`src/rtl/tt_pkg.sv`:
```
package tt_pkg;
  localparam int unsigned REG_W       = 32;
  localparam int unsigned TAG_W       = 8;
  localparam int unsigned BASE_LO     = 24;
  localparam int unsigned MASK_LO     = 16;
  localparam int unsigned EN_BIT      = 15;
  localparam int unsigned PRIV_ANY    = 14;
  localparam int unsigned PRIV_SUP    = 13;
  localparam int unsigned WP_BIT      = 2;

  typedef enum logic [1:0] {
    TT_MISS   = 2'b00,
    TT_HIT    = 2'b01,
    TT_HIT_WP = 2'b10
  } tt_result_e;
endpackage

```
`src/rtl/tt_reg_bank.sv`:
```
module tt_reg_bank
  import tt_pkg::*;
#(
  parameter int unsigned ADDR_W = 32,
  parameter int unsigned N_SLOT = 2
) (
  input  logic                           clk,
  input  logic                           rst,
  input  logic                           wr_en,
  input  logic [$clog2(2*N_SLOT)-1:0]    wr_sel,
  input  logic [REG_W-1:0]               wr_data,
  input  logic                           alloc_req,
  input  logic                           alloc_is_data,
  input  logic [ADDR_W-1:0]              alloc_base,
  input  logic [ADDR_W-1:0]              alloc_size,
  output logic [2*N_SLOT-1:0][REG_W-1:0] regs_q
);
  localparam int unsigned N_REG = 2 * N_SLOT;
  localparam int unsigned IDX_W = $clog2(N_REG);

  logic [ADDR_W-1:0] alloc_last;
  logic [REG_W-1:0]  alloc_word;
  logic [IDX_W-1:0]  pair_base;
  logic [IDX_W-1:0]  alloc_idx;
  logic              alloc_free;
  logic              alloc_fire;

  always_comb begin
    alloc_last = alloc_base + alloc_size - {{(ADDR_W-1){1'b0}}, 1'b1};
    alloc_word = '0;
    alloc_word[BASE_LO +: TAG_W] = alloc_base[ADDR_W-1 -: TAG_W];
    alloc_word[MASK_LO +: TAG_W] = alloc_last[ADDR_W-1 -: TAG_W];
    alloc_word[EN_BIT]           = 1'b1;
  end

  // Slot search: highest slot of the pair first, downward.
  always_comb begin
    pair_base  = alloc_is_data ? IDX_W'(0) : IDX_W'(N_SLOT);
    alloc_idx  = pair_base;
    alloc_free = 1'b0;
    for (int s = 0; s < N_SLOT; s++) begin
      if (!alloc_free && !regs_q[pair_base + IDX_W'(N_SLOT-1-s)][EN_BIT]) begin
        alloc_free = 1'b1;
        alloc_idx  = pair_base + IDX_W'(N_SLOT-1-s);
      end
    end
  end

  assign alloc_fire = alloc_req && alloc_free && !wr_en;

  for (genvar g = 0; g < N_REG; g++) begin : g_reg
    always_ff @(posedge clk) begin
      if (rst) begin
        regs_q[g] <= '0;
      end else if (wr_en && wr_sel == IDX_W'(g)) begin
        regs_q[g] <= wr_data;
      end else if (alloc_fire && alloc_idx == IDX_W'(g)) begin
        regs_q[g] <= alloc_word;
      end
    end
  end
endmodule

```
`src/rtl/tt_window_cmp.sv`:
```
module tt_window_cmp
  import tt_pkg::*;
(
  input  logic [REG_W-1:0] win_reg,
  input  logic [TAG_W-1:0] addr_tag,
  input  logic             is_super,
  output tt_result_e       res
);
  logic [TAG_W-1:0] diff;
  logic             priv_ok;
  logic             hit;

  always_comb begin
    diff    = (addr_tag ^ win_reg[BASE_LO +: TAG_W]) & ~win_reg[MASK_LO +: TAG_W];
    priv_ok = win_reg[PRIV_ANY] || (is_super == win_reg[PRIV_SUP]);
    hit     = win_reg[EN_BIT] && (diff == '0) && priv_ok;
    if (!hit)                res = TT_MISS;
    else if (win_reg[WP_BIT]) res = TT_HIT_WP;
    else                     res = TT_HIT;
  end
endmodule

```
`src/rtl/tt_prio_sel.sv`:
```
module tt_prio_sel
  import tt_pkg::*;
#(
  parameter int unsigned N_IN = 2
) (
  input  tt_result_e [N_IN-1:0] cand,
  output tt_result_e            res
);
  always_comb begin
    res = TT_MISS;
    for (int i = N_IN - 1; i >= 0; i--) begin
      if (cand[i] != TT_MISS) res = cand[i];
    end
  end
endmodule

```
`src/rtl/tt_window_match.sv`:
```
module tt_window_match
  import tt_pkg::*;
#(
  parameter int unsigned ADDR_W = 32,
  parameter int unsigned N_SLOT = 2
) (
  input  logic              clk,
  input  logic              rst,
  input  logic              reg_wr_en,
  input  logic [1:0]        reg_wr_sel,
  input  logic [31:0]       reg_wr_data,
  input  logic              alloc_req,
  input  logic              alloc_is_data,
  input  logic [ADDR_W-1:0] alloc_base,
  input  logic [ADDR_W-1:0] alloc_size,
  input  logic              lookup_valid,
  input  logic [ADDR_W-1:0] lookup_addr,
  input  logic              lookup_super,
  input  logic              lookup_is_data,
  output logic              result_valid,
  output logic [1:0]        result_code
);
  localparam int unsigned N_REG = 2 * N_SLOT;

  logic [N_REG-1:0][REG_W-1:0]  regs_q;
  logic [N_SLOT-1:0][REG_W-1:0] slot_reg;
  tt_result_e [N_SLOT-1:0]      slot_res;
  tt_result_e                   pick_res;
  logic [TAG_W-1:0]             addr_tag;

  assign addr_tag = lookup_addr[ADDR_W-1 -: TAG_W];

  tt_reg_bank #(.ADDR_W(ADDR_W), .N_SLOT(N_SLOT)) u_bank (
    .clk           (clk),
    .rst           (rst),
    .wr_en         (reg_wr_en),
    .wr_sel        (reg_wr_sel),
    .wr_data       (reg_wr_data),
    .alloc_req     (alloc_req),
    .alloc_is_data (alloc_is_data),
    .alloc_base    (alloc_base),
    .alloc_size    (alloc_size),
    .regs_q        (regs_q)
  );

  for (genvar s = 0; s < N_SLOT; s++) begin : g_slot
    assign slot_reg[s] = lookup_is_data ? regs_q[s] : regs_q[N_SLOT + s];
    tt_window_cmp u_cmp (
      .win_reg  (slot_reg[s]),
      .addr_tag (addr_tag),
      .is_super (lookup_super),
      .res      (slot_res[s])
    );
  end

  tt_prio_sel #(.N_IN(N_SLOT)) u_prio (
    .cand (slot_res),
    .res  (pick_res)
  );

  always_ff @(posedge clk) begin
    if (rst) begin
      result_valid <= 1'b0;
      result_code  <= TT_MISS;
    end else begin
      result_valid <= lookup_valid;
      result_code  <= lookup_valid ? pick_res : TT_MISS;
    end
  end
endmodule

```
`config.mk`:
```
export PLATFORM = sky130hd
export DESIGN_NAME = tt_window_match
export DESIGN_NICKNAME = d
export VERILOG_FILES = /design/src/rtl/tt_pkg.sv /design/src/rtl/tt_reg_bank.sv /design/src/rtl/tt_window_cmp.sv /design/src/rtl/tt_prio_sel.sv /design/src/rtl/tt_window_match.sv
export SDC_FILE = /design/constraint.sdc
export NUM_CORES = 1
export LEC_CHECK = 0
export BUFFER_PORTS_ARGS = -buffer_cell sky130_fd_sc_hd__clkbuf_2
export CAP_MARGIN = 0
export CORE_MARGIN = 10
export CORE_UTILIZATION = 55
export CTS_CLUSTER_DIAMETER = 200
export CTS_CLUSTER_SIZE = 25
export DETAILED_ROUTE_END_ITERATION = 8
export GPL_ROUTABILITY_DRIVEN = 0
export PLACE_DENSITY = 0.91
export SLEW_MARGIN = 20
export SYNTH_ARGS = -nofsm -noshare
export SYNTH_HDL_FRONTEND = slang
export SYNTH_SLANG_ARGS = --single-unit
```
`constraint.sdc`:
```
create_clock -name clk -period 3.3 [get_ports clk]
set_input_delay 0.165 -clock clk [delete_from_list [all_inputs] [get_ports clk]]
set_output_delay 0.165 -clock clk [all_outputs]
set_load 0.005 [all_outputs]
```
==> flow_summary.json <==
{
  "worst-r2r-setup-slack_ns": 1.10,
  "h-tree-depth": 3,
  "syn_inst": 729,
  "num_rows": 37,
  "syn_avg_cell_area_sq_um": 7.88,
  "grt_setup_unrepaired": "no",
  "grt_overflow": 0,
  "crit_start": "alloc_base[24]",
  "internal-power_mw": 1.89,
  "grt_pass1_vias": 5614,
  "die_area_sq_mm": 0.0149,
  "cts_tree": "yes",
  "synth_warnings": 0,
  "worstReg2RegEnd": "result_code[1]$_SDFF_PP0_",
  "worst-slew-pin-transition_ns": 0.784,
  "track_usage_pct": 21.9,
  "status": "finished, violations left",
  "drt-initial-drc-count": 717,
  "antenna_found_initial": 0,
  "hp-class": "in2reg",
  "synthArstFlopShare_pct": 0,
  "crit_required_ns": 3.52,
  "die_x_um": 122,
  "maxSlewViolCount": 0,
  "r2r-start": "u_bank.regs_q[30]$_SDFFE_PP0P_",
  "area_growth_pct": 13.8,
  "switching_power_mw": 0.867,
  "leakage_nw": 2.95,
  "cts_setup_buffers": 0,
  "power_frac_comb_pct": 27.2,
  "reg2reg_depth": 7,
  "grt_max_degree": 50,
  "seq_area_frac_synth_pct": 28.9,
  "initial_utilization_pct": 56.2,
  "synth_edf_count": 0,
  "ir_worst_vdd_mv": 0.338,
  "slew_headroom_pct": 47.7,
  "cap_viol_max_count": 0,
  "setup_tns_ns": 0,
  "finClkSkew_ns": 0.0115,
  "drive_above_1_share_pct": 18.0,
  "synth_fp_nets": 926,
  "hold_viol_final": 0,
  "timing.fmax_mhz": 390,
  "dp_hpwl_um": 12600,
  "vias": 5801,
  "power_density_mw_per_mm2": 422,
  "clk_path_buf_depth": 2,
  "pwr-share-seq_pct": 39.9,
  "crit_end": "u_bank.regs_q[119]$_SDFFE_PP0P_",
  "synth_cell_types": 61,
  "drt-total-wl_um": 16800,
  "die_h_um": 122,
  "num_antenna_cells": 0,
  "path_class": "in2reg",
  "final.fill_count": 846,
  "cts_buffers": 9,
  "via_per_inst": 6.06,
  "finalSetupViolations": 0,
  "portBuffers": 104,
  "clk_pin_slew_ns": 0.09,
  "clock_sinks": 83,
  "crit_arrival_ns": 2.78,
  "firstDrtPassIters": 9,
  "period_needed_ns": 2.57,
  "ys_ff_latch": 83,
  "clk_latency_ns": 0.37,
  "core_area_sq_mm": 0.0102,
  "cts_root_buffer": "clkbuf_8",
  "violations": "DRC",
  "layout_common_cells": "inv_1 (122), clkbuf_2 (104), dfxtp_1 (83), nor2_1 (68), ha_1 (59)",
  "p_clk_share_pct": 32.9,
  "end_kind": "register",
  "drc": 6,
  "ys.flop_type": "dfxtp_1",
  "switching_share_pct": 31.4,
  "fin_util_pct": 63.9,
  "ctsResizeCount": 0,
  "start_kind": "primary input",
  "layout_commonest_cell": "inv_1",
  "io_pins": 141,
  "cp_max_fo": 7,
  "finalCritPeriodShare_pct": 77.8,
  "grt_pass1_wl_um": 26600,
  "holdBufCountCts": 0,
  "ant_nets": 0,
  "nNetsFinal": 1014,
  "wl_per_cell_um": 17.5,
  "syn-cell-area_sq_mm": 0.00575
}
==> critical path, stage by stage <==
cell,delay (ns)
clkbuf_2,0.09
inv_1,0.11
ha_1,0.30
inv_1,0.04
ha_1,0.38
nand2_1,0.10
nand2_1,0.09
a311oi_1,0.05
or3_1,0.40
nor3_1,0.30
nor4b_1,0.12
a311oi_2,0.48
o22ai_1,0.16
==> routing by layer <==
metal / global-route usage [%] / share of wire, % / vias up
met1: 25.3 / 38 / 2602
met3: 7.07 / 11 / 97
met4: 11.0 / 5.4 / 0
li1: - / - / 2725
met2: 35.7 / 46 / 377
met5: 0 / 0 / -
==> Yosys cell counts, drive strengths merged, types with 2 or more instances <==
| master | count | area [sq um] |
|---|---|---|
| or3 | 5 | 33.8 |
| xor2 | 2 | 17.5 |
| dfxtp | 83 | 1660 |
| a211o | 2 | 17.5 |
| o2111ai | 5 | 43.8 |
| o21bai | 2 | 15.0 |
| nor3 | 20 | 105 |
| nor2 | 69 | 259 |
| clkbuf | 31 | 186 |
| o211ai | 4 | 30.0 |
| o21ai | 8 | 40.0 |
| nand3 | 27 | 135 |
| nand2 | 40 | 150 |
| buf | 5 | 28.8 |
| o21a | 4 | 30.0 |
| a211oi | 4 | 30.0 |
| a2bb2oi | 3 | 26.3 |
| nand2b | 3 | 18.8 |
| nor3b | 3 | 27.5 |
| a22oi | 46 | 345 |
| xnor2 | 40 | 350 |
| o22ai | 38 | 238 |
| a2111oi | 17 | 149 |
| inv | 122 | 458 |
| nor2b | 4 | 25.0 |
| nor4 | 5 | 37.5 |
| ha | 59 | 738 |
| nand4 | 4 | 31.3 |
| or2 | 2 | 12.5 |
| a21o | 6 | 47.6 |
| o221ai | 2 | 17.5 |
| nor4b | 2 | 23.8 |
| and3 | 2 | 17.5 |
| a311oi | 3 | 38.8 |
| a21oi | 40 | 200 |
| or3b | 4 | 35.0 |
| nand3b | 4 | 30.0 |
==> metrics by stage <==
| stage | cells | total power [mW] | hold slack, ns | setup slack, ns | area, sq um |
|---|---|---|---|---|---|
| 6_report | 958 | 2.76 | 0.0555 | 0.733 | 6540 |
| 4_1_cts | 958 | 2.73 | 0.0574 | 0.807 | 6540 |
| 3_3_place_gp | 942 | 1.83 | 0.430 | 0.453 | 6290 |
| 5_1_grt | 958 | 2.88 | 0.0585 | 0.595 | 6540 |
| 3_5_place_dp | 942 | 1.85 | 0.443 | 0.421 | 6290 |
| 2_1_floorplan | 729 | 1.63 | 0.248 | 0.905 | 5750 |
==> flip-flops by register name, indices dropped and copies added (netlist names) <==
| signal | count |
|---|---|
| result_code | 2 |
| u_bank.regs_q | 80 |
| result_valid | 1 |
==> area by class of cell <==
| cell class | count | area, sq um | area share, % |
|---|---|---|---|
| repair buffers | 113 | 588 | 8.99 |
| well taps | 136 | 170 | 2.60 |
| multi-input cells | 488 | 3410 | 52.2 |
| flip-flops and latches | 83 | 1660 | 25.4 |
| inverters | 122 | 458 | 7.00 |
| clock inverters | 6 | 113 | 1.72 |
| clock buffers | 10 | 138 | 2.10 |
==> how the worst min path moves through the flow <==
stage / slack (ns) / cells after the start / to / from
3_5_place_dp: 0.44 / 2 / result_valid$_SDFF_PP0_ / lookup_valid
5_1_grt: 0.06 / 2 / result_valid$_SDFF_PP0_ / lookup_valid
3_3_place_gp: 0.43 / 2 / result_valid$_SDFF_PP0_ / lookup_valid
2_1_floorplan: 0.25 / 1 / result_valid$_SDFF_PP0_ / rst
6_report: 0.06 / 2 / result_valid$_SDFF_PP0_ / lookup_valid
4_1_cts: 0.06 / 2 / result_valid$_SDFF_PP0_ / lookup_valid
==> power by group through the flow <==
stage / Sequential [mW] / Combinational, mW / Clock, mW
3_5_place_dp: 1.12 / 0.728 / 0
4_1_cts: 1.10 / 0.737 / 0.895
2_1_floorplan: 1.11 / 0.525 / 0
3_3_place_gp: 1.12 / 0.708 / 0
5_1_grt: 1.10 / 0.831 / 0.944
6_report: 1.10 / 0.751 / 0.908
==> logic make-up (layout without fill, tap and decap cells) <==
| family | count (synthesis) | after routing | share of synthesized area [%] |
|---|---|---|---|
| simple gates | 196 | 196 | 16.7 |
| compound gates | 189 | 189 | 22.9 |
| buf+inv | 158 | 251 | 11.7 |
| flops | 83 | 83 | 28.9 |
| fa+ha+maj | 59 | 59 | 12.8 |
| xor+xnor | 42 | 42 | 6.40 |
| mux | 2 | 2 | 0.566 |
Note: power is estimated with default switching activity, not from simulation.
